<file path="src/rtl/pmc_pkg.sv">
package pmc_pkg;
  typedef enum logic [1:0] {
    MODE_OPER = 2'd0,
    MODE_IDLE = 2'd1,
    MODE_STBY = 2'd2
  } pmc_mode_e;
endpackage

</file>
<file path="src/rtl/pmc_wake_sync.sv">
module pmc_wake_sync #(
  parameter int unsigned SYNC_STAGES = 2
) (
  input  logic clk_i,
  input  logic rst_ni,
  input  logic wake_i,
  output logic rise_o
);
  logic [SYNC_STAGES-1:0] sync_q;
  logic                   prev_q;

  always_ff @(posedge clk_i or negedge rst_ni) begin
    if (!rst_ni) begin
      sync_q <= '0;
      prev_q <= 1'b0;
    end else begin
      sync_q <= {sync_q[SYNC_STAGES-2:0], wake_i};
      prev_q <= sync_q[SYNC_STAGES-1];
    end
  end

  assign rise_o = sync_q[SYNC_STAGES-1] & ~prev_q;
endmodule

</file>
<file path="src/rtl/pmc_fsm.sv">
module pmc_fsm
  import pmc_pkg::*;
(
  input  logic      clk_i,
  input  logic      rst_ni,
  input  logic      wr_i,
  input  logic      halt_hit_i,
  input  logic      stby_hit_i,
  input  logic      irq_i,
  input  logic      wake_rise_i,
  input  logic      pwr_fail_i,
  input  logic      usr_rst_i,
  output pmc_mode_e mode_d_o,
  output pmc_mode_e mode_q_o
);
  pmc_mode_e mode_q, mode_d;
  logic      force_stby, wake_evt, halt_wr, stby_wr;

  assign force_stby = pwr_fail_i | usr_rst_i;
  assign wake_evt   = irq_i | wake_rise_i;
  assign halt_wr    = wr_i & halt_hit_i;
  assign stby_wr    = wr_i & stby_hit_i;

  always_comb begin
    mode_d = mode_q;
    if (force_stby) begin
      mode_d = MODE_STBY;
    end else begin
      unique case (mode_q)
        MODE_OPER: begin
          if (stby_wr)                mode_d = MODE_STBY;
          else if (halt_wr && !irq_i) mode_d = MODE_IDLE;
        end
        MODE_IDLE, MODE_STBY: begin
          if (wake_evt) mode_d = MODE_OPER;
        end
        default: mode_d = MODE_STBY;
      endcase
    end
  end

  always_ff @(posedge clk_i or negedge rst_ni) begin
    if (!rst_ni) mode_q <= MODE_STBY;
    else         mode_q <= mode_d;
  end

  assign mode_d_o = mode_d;
  assign mode_q_o = mode_q;
endmodule

</file>
<file path="src/rtl/pmc_out_regs.sv">
module pmc_out_regs
  import pmc_pkg::*;
(
  input  logic      clk_i,
  input  logic      rst_ni,
  input  pmc_mode_e mode_d_i,
  output logic      cpu_clk_en_o,
  output logic      run_o,
  output logic      clk_keep_o,
  output logic      refresh_req_o
);
  // registered from next state so edges line up with the mode register
  always_ff @(posedge clk_i or negedge rst_ni) begin
    if (!rst_ni) begin
      cpu_clk_en_o  <= 1'b0;
      run_o         <= 1'b0;
      clk_keep_o    <= 1'b0;
      refresh_req_o <= 1'b1;
    end else begin
      cpu_clk_en_o  <= (mode_d_i == MODE_OPER);
      run_o         <= (mode_d_i != MODE_STBY);
      clk_keep_o    <= (mode_d_i != MODE_STBY);
      refresh_req_o <= (mode_d_i == MODE_STBY);
    end
  end
endmodule

</file>
<file path="src/rtl/pwr_mode_ctrl.sv">
module pwr_mode_ctrl
  import pmc_pkg::*;
#(
  parameter int unsigned SYNC_STAGES = 2
) (
  input  logic       clk_i,
  input  logic       rst_ni,
  input  logic       wr_i,
  input  logic       halt_hit_i,
  input  logic       stby_hit_i,
  input  logic       irq_i,
  input  logic       wake_i,
  input  logic       pwr_fail_i,
  input  logic       usr_rst_i,
  output logic [1:0] mode_o,
  output logic       cpu_clk_en_o,
  output logic       run_o,
  output logic       clk_keep_o,
  output logic       refresh_req_o
);
  logic      wake_rise;
  pmc_mode_e mode_d, mode_q;

  pmc_wake_sync #(.SYNC_STAGES(SYNC_STAGES)) u_wake (
    .clk_i  (clk_i),
    .rst_ni (rst_ni),
    .wake_i (wake_i),
    .rise_o (wake_rise)
  );

  pmc_fsm u_fsm (
    .clk_i       (clk_i),
    .rst_ni      (rst_ni),
    .wr_i        (wr_i),
    .halt_hit_i  (halt_hit_i),
    .stby_hit_i  (stby_hit_i),
    .irq_i       (irq_i),
    .wake_rise_i (wake_rise),
    .pwr_fail_i  (pwr_fail_i),
    .usr_rst_i   (usr_rst_i),
    .mode_d_o    (mode_d),
    .mode_q_o    (mode_q)
  );

  pmc_out_regs u_out (
    .clk_i         (clk_i),
    .rst_ni        (rst_ni),
    .mode_d_i      (mode_d),
    .cpu_clk_en_o  (cpu_clk_en_o),
    .run_o         (run_o),
    .clk_keep_o    (clk_keep_o),
    .refresh_req_o (refresh_req_o)
  );

  assign mode_o = mode_q;
endmodule

</file>
<file path="config.mk">
export PLATFORM = sky130hd
export DESIGN_NAME = pwr_mode_ctrl
export DESIGN_NICKNAME = d
export VERILOG_FILES = /design/src/rtl/pmc_pkg.sv /design/src/rtl/pmc_wake_sync.sv /design/src/rtl/pmc_fsm.sv /design/src/rtl/pmc_out_regs.sv /design/src/rtl/pwr_mode_ctrl.sv
export SDC_FILE = /design/constraint.sdc
export NUM_CORES = 1
export LEC_CHECK = 0
export ABC_AREA = 1
export BUFFER_PORTS_ARGS = -buffer_cell sky130_fd_sc_hd__buf_4
export CAP_MARGIN = 25
export CORE_AREA = 2 2 39 41
export DETAILED_ROUTE_END_ITERATION = 10
export DIE_AREA = 0 0 41 43
export GPL_TIMING_DRIVEN = 0
export HOLD_SLACK_MARGIN = 0.05
export MAX_ROUTING_LAYER = met4
export SYNTH_ARGS = -nofsm -noshare
export SYNTH_HDL_FRONTEND = slang
export SYNTH_SLANG_ARGS = --single-unit
</file>
<file path="constraint.sdc">
create_clock -name clk_i -period 1.85 [get_ports clk_i]
set_input_delay 0 -clock clk_i [delete_from_list [all_inputs] [get_ports clk_i]]
set_output_delay 0 -clock clk_i [all_outputs]
set_load 0.005 [all_outputs]
</file>
==> results of run 1 <==
==> power by group through the flow <==
| stage | clock (mW) | sequential (mW) | combinational [mW] |
|---|---|---|---|
| 4_1_cts | 0.135 | 0.191 | 0.0570 |
| 3_5_place_dp | 0 | 0.194 | 0.0535 |
| 2_1_floorplan | 0 | 0.194 | 0.0214 |
| 6_report | 0.130 | 0.191 | 0.0555 |
| 3_3_place_gp | 0 | 0.194 | 0.0527 |
| 5_1_grt | 0.149 | 0.192 | 0.0634 |
==> cell families after synthesis <==
logic type	share of synthesized area
AND/OR/NAND/NOR	0.274
buffers and inverters	0.103
flip-flops	0.555
adder cells (fa/ha/maj)	0.0685
==> worst max-delay path, stage by stage, from the launching register on <==
cell and delay, ps:
dfstp_2 570, inv_1 50, ha_1 260, inv_1 40, nor2_2 100, nand3_1 90, nand2_1 60, nand3_1 90
nand2_2 100, inv_2 30
==> repair_timing <==
action                                 in CTS  in global routing
hold buffers                                2                  0
buffers inserted                            0                  0
endpoints found under the hold margin       9                  0
==> worst max-delay path by stage <==
stage	startpoint	to	slack, ps	cells after the start
after floorplan	u_fsm.mode_q_o[1]	u_out.refresh_req_o	480	9
after global placement	u_fsm.mode_q_o[1]	u_out.refresh_req_o	380	9
after detailed placement	u_fsm.mode_q_o[1]	u_out.refresh_req_o	370	9
after CTS	u_fsm.mode_q_o[1]	u_out.refresh_req_o	360	9
after global routing	u_fsm.mode_q_o[1]	u_out.run_o	260	9
final	u_fsm.mode_q_o[1]	u_out.refresh_req_o	390	9
==> cell type report <==
type                    count  share of cell area
flip-flops and latches      8               0.380
inverters                   8              0.0563
clock buffers               3              0.0423
repair buffers             16               0.235
multi-input cells          22               0.235
plain buffers               1              0.0141
well taps                  16              0.0376
==> cell usage in the layout, fill, tap and decap left out, drive strengths merged <==
master       netlist  layout
dfrtp              6       6
dfstp              2       2
nor2               2       2
nand3              5       5
nor3               1       1
clkbuf             0       3
nand2             12      12
buf                1      15
ha                 2       2
inv                8       8
dlygate4sd3        0       2
==> flip-flops by register name (all words and copies together), names as in the netlist <==
name                 flops
u_fsm.mode_q_o           2
u_out.cpu_clk_en_o       1
u_out.refresh_req_o      1
u_out.run_o              1
u_wake.prev_q            1
u_wake.sync_q            2
==> per-stage QoR <==
stage	instances	hold slack (ps)	cell area [um^2]	util	total power [mW]
after floorplan	39	-296	365	-	0.215
after global placement	69	-181	490	0.354	0.247
after detailed placement	69	-179	490	0.354	0.248
after CTS	74	53.5	533	0.385	0.383
after global routing	74	71.9	533	0.385	0.404
final	74	56.4	533	0.385	0.376
==> synth_stat cells <==
cell type and count:
inv_1 7, nor3_2 1, inv_2 1, nand2_2 2, nor2_1 1, ha_1 2
nor2_2 1, dfrtp_1 6, buf_4 1, nand3_1 4, dfstp_2 2, nand3_2 1
nand2_1 10
==> metal layers <==
layer / GRT usage / up-vias / share of wire
met5: - / - / 0
met4: 0.0200 / 0 / 0
met3: 0.0785 / 0 / 0.086
met2: 0.141 / 9 / 0.54
met1: 0.0864 / 135 / 0.37
li1: - / 157 / -
==> out/qor_table.md, run 1 <==
| Group | Metric | Reported |
|---|---|---|
| worst setup path | Setup slack of the worst register-to-register path | 390 ps |
| final layout | Antenna cells | 0 |
| timing | Max Clock Skew | 5.96 ps |
| clock tree | Maximum number of buffers from clock root to sink | 2 |
| global routing | First-pass GRT wire length | 1010 um |
| clock tree | CTS Buf Count | 3 |
| final layout | Sequential cell area in the final layout | 203 um^2 |
| synth | Synthesized cell area | 365 um^2 |
| die | Core region area | 1380 um^2 |
| global routing | Number of global-route vias before repair | 281 |
| timing | Final critical delay including setup and external delays | 1460 ps |
| synth | Average footprint of a synthesized cell | 9.37 um^2 |
| pwr | Worst IR Drop VDD | 0.446 mV |
| detailed routing | Number of design-rule violations left by the first detailed-router iteration | 2 |
| worst setup path | Worst endpoint required time | 2030 ps |
| min path | Cell count of the worst hold path | 4 |
| final layout | Count of filler cells inserted in the layout | 156 |
| pwr | Switching Share | 0.222 |
| detailed routing | Wire length after detailed routing | 593 um |
| timing | Actual transition at the worst max-transition pin | 169 ps |
| timing | Final Setup Violations | 0 |
| clock tree | Number of sinks driven by the clock tree | 8 |
| synth | Sequential cell area fraction in the yosys report | 0.555 |
| pwr | Power density over the cells | 706 nW/um^2 |
| placed design | Pre-CTS setup slack | 374 ps |
| worst setup path | CP startpoint kind | flip-flop |
| global routing | Total congestion overflow | 0 |
| timing | Summed negative setup slack over all endpoints | 0 ps |
| placed design | Weighted congestion reported at the end of routability-driven placement | 0.674 |
| timing | Achievable frequency | 0.686 GHz |
| detailed routing | Remaining DRCs | 0 |
| job | Max cap viols | 0 |
| die | Starting Density | 0.264 |
| placed design | Final HPWL from detailed placement | 493 um |
| timing | Normalized max-slew margin | 0.887 |
| timing | Setup repair after global routing missed its margin | false |
| global routing | Maximum number of pins on one net before global-route repair | 9 |
| clock tree | Clock tree from TritonCTS | yes |
| timing | Final number of hold-violating endpoints | 0 |
| final layout | Number of nets in the finished design | 71 |
| synth | Fraction of post-synthesis cell area in the top cell type by area | 0.411 |
| worst setup path | FF-to-FF End | u_out.refresh_req_o |
| synth | Synthesized instance count | 39 |
| worst setup path | Logic depth of the worst register-to-register path | 9 |
| die | Site row count | 14 |
| final layout | Share of cells above drive strength 1 | 0.448 |
| pwr | Static leakage | 0.314 nW |
| die | I/O Pins | 15 |
| die | Die Footprint | 1760 um^2 |
| detailed routing | WL per Instance | 8.01 um |
| timing | Fin worst setup slack | 393 ps |
| clock tree | H-tree depth | 1 |
| worst setup path | Max FO, Critical Path | 5 |
| pwr | Part of the power in registers | 0.508 |
| die | Die X | 41 um |
| synth | Post-synthesis cell type with the largest combined area | dfrtp_1 |
| pwr | P_int | 293 uW |
| worst setup path | Data arrival time of the critical path | 1640 ps |
| timing | Final period utilization | 0.788 |
| worst setup path | Type of the setup path with the least slack | reg2reg |
| detailed routing | Vias | 301 |
| pwr | Combinational cell fraction of total power | 0.148 |
| clock tree | Later-pin clock latency in the skew report | 250 ps |
| clock tree | Post-CTS clock slew at the launch and capture registers of the worst setup and hold paths | 50 ps |
| clock tree | Master cell of the clock root buffer | clkbuf_4 |
| min path | Startpoint of the lowest-slack hold path | pwr_fail_i |
| worst setup path | Worst reg2reg startpoint | u_fsm.mode_q_o[1] |
| pwr | Clock network fraction of design power | 0.345 |
| timing | Number of pins exceeding their max-slew limit in the final report | 0 |
| final layout | Synth-to-layout area growth | 45.9% |
| synth | Synth Net Count | 50 |
| die | Height of the chip | 43 um |
| run status | Status | finished, final reports clean |
| detailed routing | Number of iterations in the first detailed-routing pass | 2 |
| global routing | Global-route usage over all layers | 0.0925 |
| pwr | Net Sw Power | 83.4 uW |
| synth | Number of distinct library cells after synthesis | 13 |
| worst setup path | Crit. End Element | flip-flop |
| clock tree | Post-cts gate resize count | 0 |
| global routing | Initial antenna violation count | 0 |
| synth | Flop and latch count out of synthesis | 8 |
| placed design | Port Buf Inserts | 14 |
| synth | Top cells by area in the synthesized netlist | dfrtp_1, dfstp_2, nand2_1 |
| detailed routing | Routed Antenna Nets | 0 |
| min path | Worst hold path endpoint | u_fsm.mode_q_o[0] |
| final layout | Area of combinational cells with multiple inputs | 125 um^2 |
| min path | Worst hold path type | in2reg |
| synth | Number of warning messages in the yosys log | 0 |
| detailed routing | Routed via count divided by cell count | 4.07 |
No activity file was read; power rests on OpenSTA's default activity.
==> run 2, diff against run 1 <==
==> constraint.sdc (replaced) <==
create_clock -name clk_i -period 1.2 [get_ports clk_i]
set_input_delay 0 -clock clk_i [delete_from_list [all_inputs] [get_ports clk_i]]
set_output_delay 0 -clock clk_i [all_outputs]
set_load 0.005 [all_outputs]
==> run 2 against run 1 <==
Against the previous run:
- the flow now finishes with violations (setup timing)
- first-iteration DRC count up 100%
- sequential cell count unchanged
- non-clock buffer count up 4
- total power up 65%
- combinational power up 100%
- setup slack worse by 580 ps
- clock power up 64%
- cell count up 6.8%
- clock-buffer cell count up 1
- global-route usage up 1.5 points
==> out/qor_table.md, run 2 (synthesis results as in run 1) <==
| Group | Metric | Reported | vs previous |
|---|---|---|---|
| timing | Final Setup Violations | 5 | +5 |
| clock tree | Later-pin clock latency in the skew report | 250 ps | about the same |
| pwr | Power density over the cells | 1020 nW/um^2 | +44% |
| worst setup path | Worst setup path startpoint | u_fsm.mode_q_o[1] |  |
| timing | Final period utilization | 1.15 | +0.364 |
| pwr | Net Sw Power | 140 uW | +67% |
| worst setup path | Data arrival time of the critical path | 1520 ps | -120 ps |
| clock tree | Post-CTS clock slew at the launch and capture registers of the worst setup and hold paths | 60 ps | about the same |
| detailed routing | Routed Antenna Nets | 0 | unchanged |
| global routing | Global-route usage over all layers | 0.108 | +0.0150 |
| detailed routing | Remaining DRCs | 0 | unchanged |
| pwr | Total power draw | 619 uW | +65% |
| pwr | Combinational cell fraction of total power | 0.182 | +0.034 |
| timing | Final critical delay including setup and external delays | 1380 ps | -74.8 ps |
| placed design | Pre-CTS setup slack | -243 ps | -617 ps |
| final layout | Most common library cell in the layout ignoring fill and taps | buf_4 |  |
| timing | Hold WS | 115 ps | +58.7 ps |
| pwr | Part of the power in registers | 0.474 | -0.034 |
| detailed routing | WL per Instance | 8.81 um | +9.9% |
| worst setup path | CP startpoint kind | flip-flop |  |
| final layout | Util after Layout | 0.440 | +0.0552 |
| final layout | Count of placed standard cells in the final layout, fillers left out | 79 | +6.8% |
| timing | Achievable frequency | 0.723 GHz | +5.4% |
| final layout | Synth-to-layout area growth | 66.8% |  |
| detailed routing | Number of iterations in the first detailed-routing pass | 5 | +3 |
| die | Height of the chip | 43 um | unchanged |
| run status | Status | finished with violations |  |
| die | Die Footprint | 1760 um^2 | unchanged |
| worst setup path | Worst reg2reg startpoint | u_fsm.mode_q_o[1] |  |
| timing | Setup repair after global routing missed its margin | true |  |
| detailed routing | Wire length after detailed routing | 696 um | +17% |
| global routing | Maximum number of pins on one net before global-route repair | 9 | unchanged |
| timing | Fin worst setup slack | -183 ps | -575 ps |
| placed design | Area post-placement | 495 um^2 | +1.0% |
| detailed routing | Vias | 314 | +4.3% |
| worst setup path | Slowest cell on the critical path | dfstp_2 |  |
| global routing | Number of global-route vias before repair | 299 | +6.4% |
| die | Site row count | 14 | unchanged |
| die | Die X | 41 um | unchanged |
| worst setup path | FF-to-FF End | u_out.run_o |  |
| global routing | Initial antenna violation count | 0 | unchanged |
| worst setup path | Type of the setup path with the least slack | reg2reg |  |
| die | I/O Pins | 15 | unchanged |
| pwr | Static leakage | 0.332 nW | +5.7% |
| global routing | Total congestion overflow | 0 | unchanged |
| placed design | Placed Cells incl. Taps | 69 | unchanged |
| worst setup path | Crit. End Element | flip-flop |  |
| pwr | Clock network fraction of design power | 0.344 | about the same |
| worst setup path | Cell-by-cell trace of the critical path | inv_2 > ha_4 > inv_2 > nor2_4 > nand3_2 > nand2_1 > inv_1 > nand2_2 > nand2_2 |  |
| placed design | Weighted congestion reported at the end of routability-driven placement | 0.667 | -1.1% |
| job | Max cap viols | 0 | unchanged |
| min path | Worst hold path type | in2async |  |
| run status | Violated checks | setup timing |  |
| pwr | Worst IR Drop VDD | 0.701 mV | +57% |
| clock tree | Master cell of the clock root buffer | clkbuf_4 |  |
| final layout | Most frequent cells in the layout | buf_4, nand2_1, dfrtp_1 |  |
| pwr | Switching Share | 0.226 | +0.00361 |
| timing | Final number of hold-violating endpoints | 0 | unchanged |
| pwr | P_int | 479 uW | +64% |
| clock tree | H-tree depth | 1 | unchanged |
| final layout | Final design area excluding fillers | 609 um^2 | +14% |
| worst setup path | Worst endpoint required time | 1340 ps | -690 ps |
| clock tree | Clock tree from TritonCTS | yes |  |
| clock tree | Maximum number of buffers from clock root to sink | 2 | unchanged |
| timing | Summed negative setup slack over all endpoints | -745 ps | -745 ps |
| clock tree | CTS Buf Count | 3 | unchanged |
| detailed routing | Number of design-rule violations left by the first detailed-router iteration | 4 | +2 |
| clock tree | Number of sinks driven by the clock tree | 8 | unchanged |
| placed design | Port Buf Inserts | 14 | unchanged |
| final layout | Count of filler cells inserted in the layout | 134 | -14% |
| worst setup path | Logic depth of the worst register-to-register path | 9 | unchanged |
| die | Core region area | 1380 um^2 | unchanged |
| worst setup path | Setup slack of the worst register-to-register path | -180 ps | -580 ps |
| timing | Actual transition at the worst max-transition pin | 233 ps | +64.8 ps |
| die | Starting Density | 0.264 | unchanged |
| final layout | Number of nets in the finished design | 75 | +5.6% |
| timing | Max Clock Skew | 7.79 ps | +1.83 ps |
| final layout | Antenna cells | 0 | unchanged |
| placed design | Final HPWL from detailed placement | 468 um | -5.0% |
| detailed routing | Routed via count divided by cell count | 3.97 | -2.3% |
| worst setup path | Delay of the slowest cell on the worst path | 530 ps | -40 ps |
| global routing | First-pass GRT wire length | 1180 um | +16% |
| timing | Normalized max-slew margin | 0.844 | -0.0434 |
| timing | Number of pins exceeding their max-slew limit in the final report | 0 | unchanged |
| worst setup path | Max FO, Critical Path | 3 | -2 |
| final layout | Share of cells above drive strength 1 | 0.571 | +0.123 |
==> run 2: cell types whose count changed in the layout (fill, tap and decap cells not counted), sizes merged <==
| cell | before | now |
|---|---|---|
| buf | 15 | 17 |
| dlygate4sd3 | 2 | 4 |
| clkbuf | 3 | 4 |
==> run 2: what timing repair did <==
item,4_1_cts,5_1_grt
pin swaps,2,0
hold endpoints to repair,11,0
setup buffers,1,1
hold buffers,4,0
resized for setup,3,5
setup endpoints to repair,5,5
==> run 2: routing by layer <==
layer  routed length [um]  track usage  up-vias
met5                    0            -        -
li1                     -            -      164
met2                  380        0.156        9
met4                    0       0.0400        0
met3                   47       0.0628        0
met1                  268        0.118      141
==> run 2: power by group through the flow <==
| stage | clock network [mW] | logic, mW | registers (mW) |
|---|---|---|---|
| 2_1_floorplan | 0 | 0.0342 | 0.299 |
| 3_3_place_gp | 0 | 0.0825 | 0.299 |
| 3_5_place_dp | 0 | 0.0832 | 0.300 |
| 4_1_cts | 0.227 | 0.104 | 0.293 |
| 5_1_grt | 0.237 | 0.128 | 0.294 |
| 6_report | 0.213 | 0.113 | 0.293 |
==> run 2: worst max-delay path: cells and delay by family (launching register included) <==
family | cells | cell delay [ps]
flops | 1 | 530
simple gates | 5 | 360
fa+ha+maj | 1 | 250
buf+inv | 3 | 110
==> run 2: final cells by class <==
class                      count  area, um^2  area share
buffer                         1        7.51      0.0123
clock buffer                   4        26.3      0.0431
inverter                       8        30.0      0.0493
multi-input combinational     22         163       0.267
sequential                     8         203       0.333
tap                           16        20.0      0.0329
timing repair buffer          20         160       0.263
==> run 2: worst max path at each step <==
| stage | to | cells after the start |
|---|---|---|
| global placement | u_out.run_o | 9 |
| global route | u_out.run_o | 9 |
| finish | u_out.run_o | 9 |
| detailed placement | u_out.run_o | 9 |
| floorplan | u_out.run_o | 9 |
| CTS | u_out.refresh_req_o | 9 |
